==> src/rtl/jbs_pkg.sv <==
`timescale 1ns/1ps
package jbs_pkg;
  localparam int IR_W = 4;

  typedef enum logic [3:0] {
    ST_TLR, ST_RTI,
    ST_SEL_DR, ST_CAP_DR, ST_SH_DR, ST_EX1_DR, ST_PA_DR, ST_EX2_DR, ST_UPD_DR,
    ST_SEL_IR, ST_CAP_IR, ST_SH_IR, ST_EX1_IR, ST_PA_IR, ST_EX2_IR, ST_UPD_IR
  } tap_state_e;

  localparam logic [IR_W-1:0] OP_EXTEST   = 4'h0;
  localparam logic [IR_W-1:0] OP_IDCODE   = 4'h1;
  localparam logic [IR_W-1:0] OP_HOLD_RST = 4'hC;
  localparam logic [IR_W-1:0] IR_CAPTURE  = 4'b0001;
endpackage

==> src/rtl/jbs_tap_fsm.sv <==
`timescale 1ns/1ps
module jbs_tap_fsm
  import jbs_pkg::*;
(
  input  logic       tck,
  input  logic       trst,
  input  logic       tms,
  output tap_state_e state
);
  tap_state_e nxt;

  always_comb begin
    nxt = state;
    unique case (state)
      ST_TLR:    nxt = tms ? ST_TLR    : ST_RTI;
      ST_RTI:    nxt = tms ? ST_SEL_DR : ST_RTI;
      ST_SEL_DR: nxt = tms ? ST_SEL_IR : ST_CAP_DR;
      ST_CAP_DR: nxt = tms ? ST_EX1_DR : ST_SH_DR;
      ST_SH_DR:  nxt = tms ? ST_EX1_DR : ST_SH_DR;
      ST_EX1_DR: nxt = tms ? ST_UPD_DR : ST_PA_DR;
      ST_PA_DR:  nxt = tms ? ST_EX2_DR : ST_PA_DR;
      ST_EX2_DR: nxt = tms ? ST_UPD_DR : ST_SH_DR;
      ST_UPD_DR: nxt = tms ? ST_SEL_DR : ST_RTI;
      ST_SEL_IR: nxt = tms ? ST_TLR    : ST_CAP_IR;
      ST_CAP_IR: nxt = tms ? ST_EX1_IR : ST_SH_IR;
      ST_SH_IR:  nxt = tms ? ST_EX1_IR : ST_SH_IR;
      ST_EX1_IR: nxt = tms ? ST_UPD_IR : ST_PA_IR;
      ST_PA_IR:  nxt = tms ? ST_EX2_IR : ST_PA_IR;
      ST_EX2_IR: nxt = tms ? ST_UPD_IR : ST_SH_IR;
      ST_UPD_IR: nxt = tms ? ST_SEL_DR : ST_RTI;
      default:   nxt = ST_TLR;
    endcase
  end

  always_ff @(posedge tck) begin
    if (trst) state <= ST_TLR;
    else      state <= nxt;
  end

  AST_TRST_FORCES_TLR: assert property (@(posedge tck)
    trst |=> (state == ST_TLR));
  AST_TLR_HOLDS: assert property (@(posedge tck) disable iff (trst)
    (state == ST_TLR && tms) |=> (state == ST_TLR));
endmodule

==> src/rtl/jbs_instr_reg.sv <==
`timescale 1ns/1ps
module jbs_instr_reg
  import jbs_pkg::*;
(
  input  logic            tck,
  input  logic            trst,
  input  logic            tlr,
  input  logic            cap,
  input  logic            sh,
  input  logic            upd,
  input  logic            tdi,
  output logic [IR_W-1:0] ir_q,
  output logic            ir_so
);
  logic [IR_W-1:0] sr_q;

  always_ff @(posedge tck) begin
    if (trst) begin
      sr_q <= IR_CAPTURE;
    end else if (cap) begin
      sr_q <= IR_CAPTURE;
    end else if (sh) begin
      sr_q <= {tdi, sr_q[IR_W-1:1]};
    end
  end

  always_ff @(posedge tck) begin
    if (trst || tlr) ir_q <= OP_IDCODE;
    else if (upd)    ir_q <= sr_q;
  end

  assign ir_so = sr_q[0];

  AST_IR_CAPTURE_PATTERN: assert property (@(posedge tck) disable iff (trst)
    cap |=> (sr_q == IR_CAPTURE));
  AST_TLR_LOADS_IDCODE: assert property (@(posedge tck) disable iff (trst)
    tlr |=> (ir_q == OP_IDCODE));
endmodule

==> src/rtl/jbs_bscan_chain.sv <==
`timescale 1ns/1ps
module jbs_bscan_chain #(
  parameter int PINS = 4
) (
  input  logic            tck,
  input  logic            trst,
  input  logic            sel,
  input  logic            cap,
  input  logic            sh,
  input  logic            upd,
  input  logic            tdi,
  input  logic [PINS-1:0] pad_pud,
  input  logic [PINS-1:0] pad_oe,
  input  logic [PINS-1:0] pad_out,
  input  logic [PINS-1:0] pin_in,
  output logic            so,
  output logic [PINS-1:0] lat_pud,
  output logic [PINS-1:0] lat_oe,
  output logic [PINS-1:0] lat_out
);
  localparam int CELLS = 4;
  localparam int CW    = CELLS * PINS;

  logic [CW-1:0]   sr_q;
  logic [CW-1:0]   cap_vec;
  logic [PINS-1:0] sr_pud, sr_oe, sr_out;

  for (genvar i = 0; i < PINS; i++) begin : g_pin
    assign cap_vec[CELLS*i+0] = pad_pud[i];
    assign cap_vec[CELLS*i+1] = pad_oe[i];
    assign cap_vec[CELLS*i+2] = pad_out[i];
    assign cap_vec[CELLS*i+3] = pin_in[i];
    assign sr_pud[i] = sr_q[CELLS*i+0];
    assign sr_oe[i]  = sr_q[CELLS*i+1];
    assign sr_out[i] = sr_q[CELLS*i+2];
  end

  always_ff @(posedge tck) begin
    if (trst) begin
      sr_q <= '0;
    end else if (sel && cap) begin
      sr_q <= cap_vec;
    end else if (sel && sh) begin
      sr_q <= {tdi, sr_q[CW-1:1]};
    end
  end

  always_ff @(posedge tck) begin
    if (trst) begin
      lat_pud <= '0;
      lat_oe  <= '0;
      lat_out <= '0;
    end else if (sel && upd) begin
      lat_pud <= sr_pud;
      lat_oe  <= sr_oe;
      lat_out <= sr_out;
    end
  end

  assign so = sr_q[0];

  AST_LATCH_ONLY_ON_UPDATE: assert property (@(posedge tck) disable iff (trst)
    !(sel && upd) |=> ($stable(lat_pud) && $stable(lat_oe) && $stable(lat_out)));
endmodule

==> src/rtl/jbs_tap.sv <==
`timescale 1ns/1ps
module jbs_tap
  import jbs_pkg::*;
#(
  parameter int          PINS    = 4,
  parameter logic [3:0]  VERSION = 4'h3,
  parameter logic [15:0] DEVICE  = 16'h9502,
  parameter logic [10:0] MFR     = 11'h01E
) (
  input  logic            tck,
  input  logic            trst,
  input  logic            tms,
  input  logic            tdi,
  output logic            tdo,
  output logic            tdo_oe,
  input  logic            sys_rst_in,
  output logic            rst_out,
  input  logic [PINS-1:0] core_pud,
  input  logic [PINS-1:0] core_oe,
  input  logic [PINS-1:0] core_out,
  output logic [PINS-1:0] core_in,
  input  logic [PINS-1:0] pin_in,
  output logic [PINS-1:0] pad_pud,
  output logic [PINS-1:0] pad_oe,
  output logic [PINS-1:0] pad_out
);
  localparam int          ID_W   = 32;
  localparam logic [ID_W-1:0] ID_VAL = {VERSION, DEVICE, MFR, 1'b1};

  tap_state_e      state;
  logic [IR_W-1:0] ir_q;
  logic            ir_so, chain_so;
  logic            tlr, cap_dr, sh_dr, upd_dr;
  logic            sel_ext, sel_id, sel_rst, sel_byp;
  logic [ID_W-1:0] id_q;
  logic            byp_q, hold_q;
  logic            dr_so, ser;
  logic [PINS-1:0] lat_pud, lat_oe, lat_out;

  jbs_tap_fsm u_fsm (
    .tck(tck), .trst(trst), .tms(tms), .state(state)
  );

  assign tlr    = (state == ST_TLR);
  assign cap_dr = (state == ST_CAP_DR);
  assign sh_dr  = (state == ST_SH_DR);
  assign upd_dr = (state == ST_UPD_DR);

  jbs_instr_reg u_ir (
    .tck(tck), .trst(trst), .tlr(tlr),
    .cap(state == ST_CAP_IR), .sh(state == ST_SH_IR), .upd(state == ST_UPD_IR),
    .tdi(tdi), .ir_q(ir_q), .ir_so(ir_so)
  );

  assign sel_ext = (ir_q == OP_EXTEST);
  assign sel_id  = (ir_q == OP_IDCODE);
  assign sel_rst = (ir_q == OP_HOLD_RST);
  assign sel_byp = !(sel_ext || sel_id || sel_rst);

  jbs_bscan_chain #(.PINS(PINS)) u_chain (
    .tck(tck), .trst(trst), .sel(sel_ext),
    .cap(cap_dr), .sh(sh_dr), .upd(upd_dr), .tdi(tdi),
    .pad_pud(pad_pud), .pad_oe(pad_oe), .pad_out(pad_out), .pin_in(pin_in),
    .so(chain_so), .lat_pud(lat_pud), .lat_oe(lat_oe), .lat_out(lat_out)
  );

  // identification register
  always_ff @(posedge tck) begin
    if (trst)                 id_q <= ID_VAL;
    else if (sel_id && cap_dr) id_q <= ID_VAL;
    else if (sel_id && sh_dr)  id_q <= {tdi, id_q[ID_W-1:1]};
  end

  // bypass register
  always_ff @(posedge tck) begin
    if (trst)                   byp_q <= 1'b0;
    else if (sel_byp && cap_dr) byp_q <= 1'b0;
    else if (sel_byp && sh_dr)  byp_q <= tdi;
  end

  // device-hold reset register
  always_ff @(posedge tck) begin
    if (trst || tlr)           hold_q <= 1'b0;
    else if (sel_rst && sh_dr) hold_q <= tdi;
  end

  assign rst_out = sys_rst_in | hold_q;

  always_comb begin
    if (sel_ext)      dr_so = chain_so;
    else if (sel_id)  dr_so = id_q[0];
    else if (sel_rst) dr_so = hold_q;
    else              dr_so = byp_q;
  end

  assign ser = (state == ST_SH_IR) ? ir_so : dr_so;

  always_ff @(negedge tck) begin
    if (trst) begin
      tdo    <= 1'b0;
      tdo_oe <= 1'b0;
    end else begin
      tdo    <= ser;
      tdo_oe <= (state == ST_SH_IR) || (state == ST_SH_DR);
    end
  end

  // pad override
  assign pad_pud = sel_ext ? lat_pud : core_pud;
  assign pad_oe  = sel_ext ? lat_oe  : core_oe;
  assign pad_out = sel_ext ? lat_out : core_out;
  assign core_in = pin_in;

  AST_BYPASS_CAPTURES_ZERO: assert property (@(posedge tck) disable iff (trst)
    (cap_dr && sel_byp) |=> !byp_q);
  AST_HOLD_CLEARED_IN_TLR: assert property (@(posedge tck) disable iff (trst)
    tlr |=> !hold_q);
endmodule

==> config.mk <==
export PLATFORM = sky130hd
export DESIGN_NAME = jbs_tap
export DESIGN_NICKNAME = d
export VERILOG_FILES = /design/src/rtl/jbs_pkg.sv /design/src/rtl/jbs_tap_fsm.sv /design/src/rtl/jbs_instr_reg.sv /design/src/rtl/jbs_bscan_chain.sv /design/src/rtl/jbs_tap.sv
export SDC_FILE = /design/constraint.sdc
export NUM_CORES = 1
export LEC_CHECK = 0
export BUFFER_PORTS_ARGS = -buffer_cell sky130_fd_sc_hd__buf_4
export CORE_MARGIN = 1.5
export CORE_UTILIZATION = 30
export CTS_BUF_LIST = sky130_fd_sc_hd__clkbuf_8 sky130_fd_sc_hd__clkbuf_16
export CTS_CLUSTER_DIAMETER = 150
export DETAILED_ROUTE_END_ITERATION = 6
export PLACE_DENSITY = 0.43
export SLEW_MARGIN = 15
export SYNTH_ARGS = -nofsm -noshare
export SYNTH_HDL_FRONTEND = slang
export SYNTH_HIERARCHICAL = 1
export SYNTH_SLANG_ARGS = --single-unit
export TNS_END_PERCENT = 20
==> constraint.sdc <==
create_clock -name tck -period 3.3 [get_ports tck]
set_input_delay 0 -clock tck [delete_from_list [all_inputs] [get_ports tck]]
set_output_delay 0 -clock tck [all_outputs]
set_load 0.02 [all_outputs]
After elaboration in Yosys (flattened, before gate mapping)
Cells that the tools add are included.
{"block": "totals", "reg_bits": 76, "in_bits": 21}
{"block": "classes", "n_eq_ne": 17, "mux": 22, "n_bitwise": 1, "reduce_logical": 22}
{"operator": "$pmux W4 S12", "n": 1}
{"operator": "$eq A4 B4 Y1 const B", "n": 9}
{"operator": "$mux W16", "n": 2}
{"operator": "$mux W4", "n": 7}
{"operator": "$eq A4 B3 Y1 const B", "n": 4}
{"operator": "$reduce_or A2 Y1", "n": 5}
{"operator": "$eq A4 B1 Y1 const B", "n": 2}
{"operator": "$eq A4 B2 Y1 const B", "n": 2}
{"operator": "$logic_and A1 B1 Y1", "n": 8}
{"operator": "$logic_not A4 Y1", "n": 2}
{"operator": "$mux W1", "n": 7}
{"operator": "$mux W2", "n": 3}
{"operator": "$mux W3", "n": 2}
{"operator": "$logic_or A1 B1 Y1", "n": 4}
{"operator": "$reduce_or A3 Y1", "n": 1}
{"operator": "$reduce_bool A2 Y1", "n": 1}
{"operator": "$logic_not A1 Y1", "n": 1}
{"operator": "$or A1 B1 Y1", "n": 1}

Longest topological paths before layout
{"block": "logic_depth", "word_depth": 6, "ltp_mapped": 6, "depth_no_buf": 5}

Cells and area by module
The synthesis kept the hierarchy.
{"mod": "jbs_tap", "instances": 1, "cells_per_inst": 176, "area_per_inst_um2": 1635.3, "seq_area_each_um2": 720.7}
{"mod": "jbs_bscan_chain", "instances": 1, "cells_per_inst": 143, "area_per_inst_um2": 1144.8, "seq_area_each_um2": 560.5}
{"mod": "jbs_tap_fsm", "instances": 1, "cells_per_inst": 39, "area_per_inst_um2": 331.6, "seq_area_each_um2": 80.1}
{"mod": "jbs_instr_reg", "instances": 1, "cells_per_inst": 29, "area_per_inst_um2": 299.0, "seq_area_each_um2": 160.2}

==> qor.log <==
[run_status] outcome finished clean
[clock_tree] worst-case clock buffer depth 2
[global_routing] first-pass GRT wire length 12.7 mm
[global_routing] number of global-route vias before repair 2522
[final_layout] growth of design area from synthesis to finish 18.7%
[die] count of boundary I/O pins 40
[die] Floorplan Core Area 11000 sq um
[power] cell area power density 496 nW/um^2
[power] Overall Power 2010 uW
[placed_design] DP Cell Count 544
[die] vertical die dimension 110 microns
[hold_path] instance count along the most critical hold path 3
[detailed_routing] average wire per standard cell 13.6 microns
[detailed_routing] DRC viols 0
[clock_tree] count of clock tree sinks 76
[detailed_routing] Final Routed Wirelength 7.67 mm
[die] Die Wd 110 microns
[global_routing] number of antenna violations at the first check in global routing 0
[clock_tree] Max H-tree Level 3
[logic_synthesis] most frequently used flop master after synthesis dfxtp_1
[sta] Setup-failing EPs final 0
[worst_setup_path] Crit. End Element flip-flop
[final_layout] non-filler cells, final 563
[logic_synthesis] synthesized instance count 387
[sta] unrepaired setup endpoints after global routing no
[global_routing] remaining global-route overflow 0
[logic_synthesis] async set-reset flop share out of synthesis 0%
[die] initial cell density of the core 31.1%
[sta] final-layout worst hold slack 0.0162 ns
[logic_synthesis] Distinct cells, synth 51
[worst_setup_path] maximum fanout along the worst path 8
[detailed_routing] number of detailed-routing iterations run before antenna repair 4
[worst_setup_path] kind of critical path reg2reg
[sta] Total Negative Setup Slacks 0 ns
[logic_synthesis] number of flops mapped to enable cells by yosys 0
[power] leakage power figure 0.00149 uW
[logic_synthesis] sequential share of the synthesized area 44.6%
[logic_synthesis] FF+latch count, synth 76
[detailed_routing] vias after detailed routing 2733
[global_routing] maximum number of pins on one net before global-route repair 65
[placed_design] Detailed Place HPWL 4.95 mm
[detailed_routing] Antenna Nets Post-Route 0
[placed_design] IO Port Bufs 39
[global_routing] Overall Global Routing Usage 13.8%
[clock_tree] clock root buffer clkbuf_16
[logic_synthesis] Yosys warnings 6
[worst_setup_path] worst reg-to-reg path cell count 4
[clock_tree] clock insertion delay at the later pin of the skew report 0.38 ns
[sta] slew of the pin with the lowest slew margin 0.896 ns
[sta] Max transition margin 39.7%
[hold_path] Min-Delay Path Class in2reg
[logic_synthesis] average size of a mapped cell 8.81 sq um
[clock_tree] number of setup buffers added after CTS 0
[clock_tree] clock transition at the registers of the reported paths 0.06 ns
[logic_synthesis] Synthesized Nets 408
[final_layout] diode insertion count for antenna repair 0
[sta] worst setup skew after layout 0.0603 ns
[clock_tree] number of buffers created by CTS 9
[worst_setup_path] sort of element at the start of the critical path flip-flop
[die] placement row count 38
[worst_setup_path] Worst Path Arrival 1.59 ns
[clock_tree] TritonCTS clock tree yes
[run] reported max-cap violation count 0
[final_layout] share of post-route cells with drive strength above 1 22.9%
[die] die outline area 12000 sq um
[sta] Fin. Hold Viols 0
[sta] final slew viol count 0
[worst_setup_path] Critical Path RT 1.94 ns
[detailed_routing] Initial DRC Count 158
[detailed_routing] post-detailed-route via-to-cell ratio 4.85
[power] worst ir drop on vdd 0.213 mV
[final_layout] number of nets in the finished design 439
[logic_synthesis] post-synthesis instance area 3410 sq um
[placed_design] gp weighted congestion 0.703
## sequential cells by signal, summed over array words and instances (netlist names)
name             flops
id_q                32
u_chain/sr_q        16
u_chain/lat_oe       4
u_chain/lat_out      4
u_chain/lat_pud      4
u_fsm/state          4
u_ir/ir_q            4
u_ir/sr_q            4
byp_q                1
hold_q               1
tdo                  1
tdo_oe               1
## worst max-delay path, cell delays in order, from the launching register on
cell,delay (ns)
dfxtp_1,0.54
nor3_1,0.10
a31oi_1,0.27
nand2_1,0.09
a311oi_1,0.26
## kinds of logic (layout without fill, tap and decap cells)
group / Yosys count / after routing / share of synthesized area [%]
flip-flops: 76 / 76 / 44.6
AO/OA/AOI/OAI: 67 / 67 / 13.9
AND/OR/NAND/NOR: 180 / 180 / 26.9
buffers and inverters: 41 / 77 / 7.41
multiplexers: 22 / 22 / 6.90
XOR/XNOR: 1 / 1 / 0.257
## final cells by class
cell class / instances / area, sq um
inverter: 8 / 30.0
clock inverter: 8 / 48.8
tap: 140 / 175
clock buffer: 10 / 239
multi-input combinational: 270 / 1650
sequential: 76 / 1520
timing repair buffer: 51 / 388
fill: 1122 / 6940
## final timing paths
kind / from / to / slack (ns)
setup reg to reg: u_ir/ir_q[3] / tdo / 0.36
setup / recovery: u_ir/ir_q[3] / tdo / 0.36
hold reg to reg: u_chain/lat_oe[1] / u_chain/lat_oe[1] / 0.45
hold / removal: pin_in[0] / u_chain/sr_q[3] / 0.02
## synth_stat cells (4+ instances only)
cell       n  share of area (%)
a22oi_1   23                5.1
nor4_1     6                1.1
nor2_1    87                9.6
clkbuf_1   9               0.99
inv_1      9               0.99
nor4_2    11                4.0
mux2_2     9                3.0
mux2i_1   10                2.9
a21oi_1   23                3.4
buf_4      7                1.5
buf_6      4                1.3
nor3_1    18                2.6
nor3b_1    4               0.88
dfxtp_1   76                 45
nand2_1   34                3.7
buf_2      7                1.0
## timing repair
action | CTS | global route
endpoints found under the hold margin | 2 | 0
gates resized for setup | 0 | 0
hold buffers | 2 | 0
## stage by stage
stage / setup slack, ns / util, % / cell area, sq um
2_1_floorplan: 0.469 / - / 3410
3_5_place_dp: 0.328 / 34.1 / 3740
4_1_cts: 0.345 / 36.9 / 4050
6_report: 0.355 / 36.9 / 4050
5_1_grt: 0.233 / 36.9 / 4050
3_3_place_gp: 0.362 / 34.1 / 3740
## layer usage
layer	up-vias	part of all wire [%]	track usage (%)
met5	-	0	0
met4	0	1.1	4.73
met3	6	3.9	4.03
met2	47	43	19.7
met1	1274	52	19.6
li1	1406	-	-
## cell usage in the layout, fill, tap and decap left out, drive strengths merged
cell	instances
o21a	2
a21oi	23
and2	3
nor3b	4
clkinvlp	2
or2	2
dlygate4sd3	2
clkbuf	10
mux2	12
o22ai	1
buf	49
o21ai	1
nor4	17
nor3	18
nand4	1
a32oi	1
o31ai	1
dfxtp	76
nor2	87
nor4b	2
a22oi	26
nand3	3
a211oi	1
inv	11
or3	1
nand3b	2
a31o	1
clkinv	3
xor2	1
o211ai	3
and3b	1
nand2	35
o31a	1
o221ai	1
mux2i	10
nor2b	2
a311oi	1
nand2b	2
a31oi	2
a2111oi	2
## report_power, final
| part | switching, uW | total [uW] | internal (uW) | leakage, uW |
|---|---|---|---|---|
| clock | 393 | 924 | 531 | 0.000147 |
| sequential | 4.65 | 931 | 927 | 0.000614 |
| combinational | 91.2 | 153 | 62.0 | 0.000733 |
Note: power is estimated with default switching activity, not from simulation.
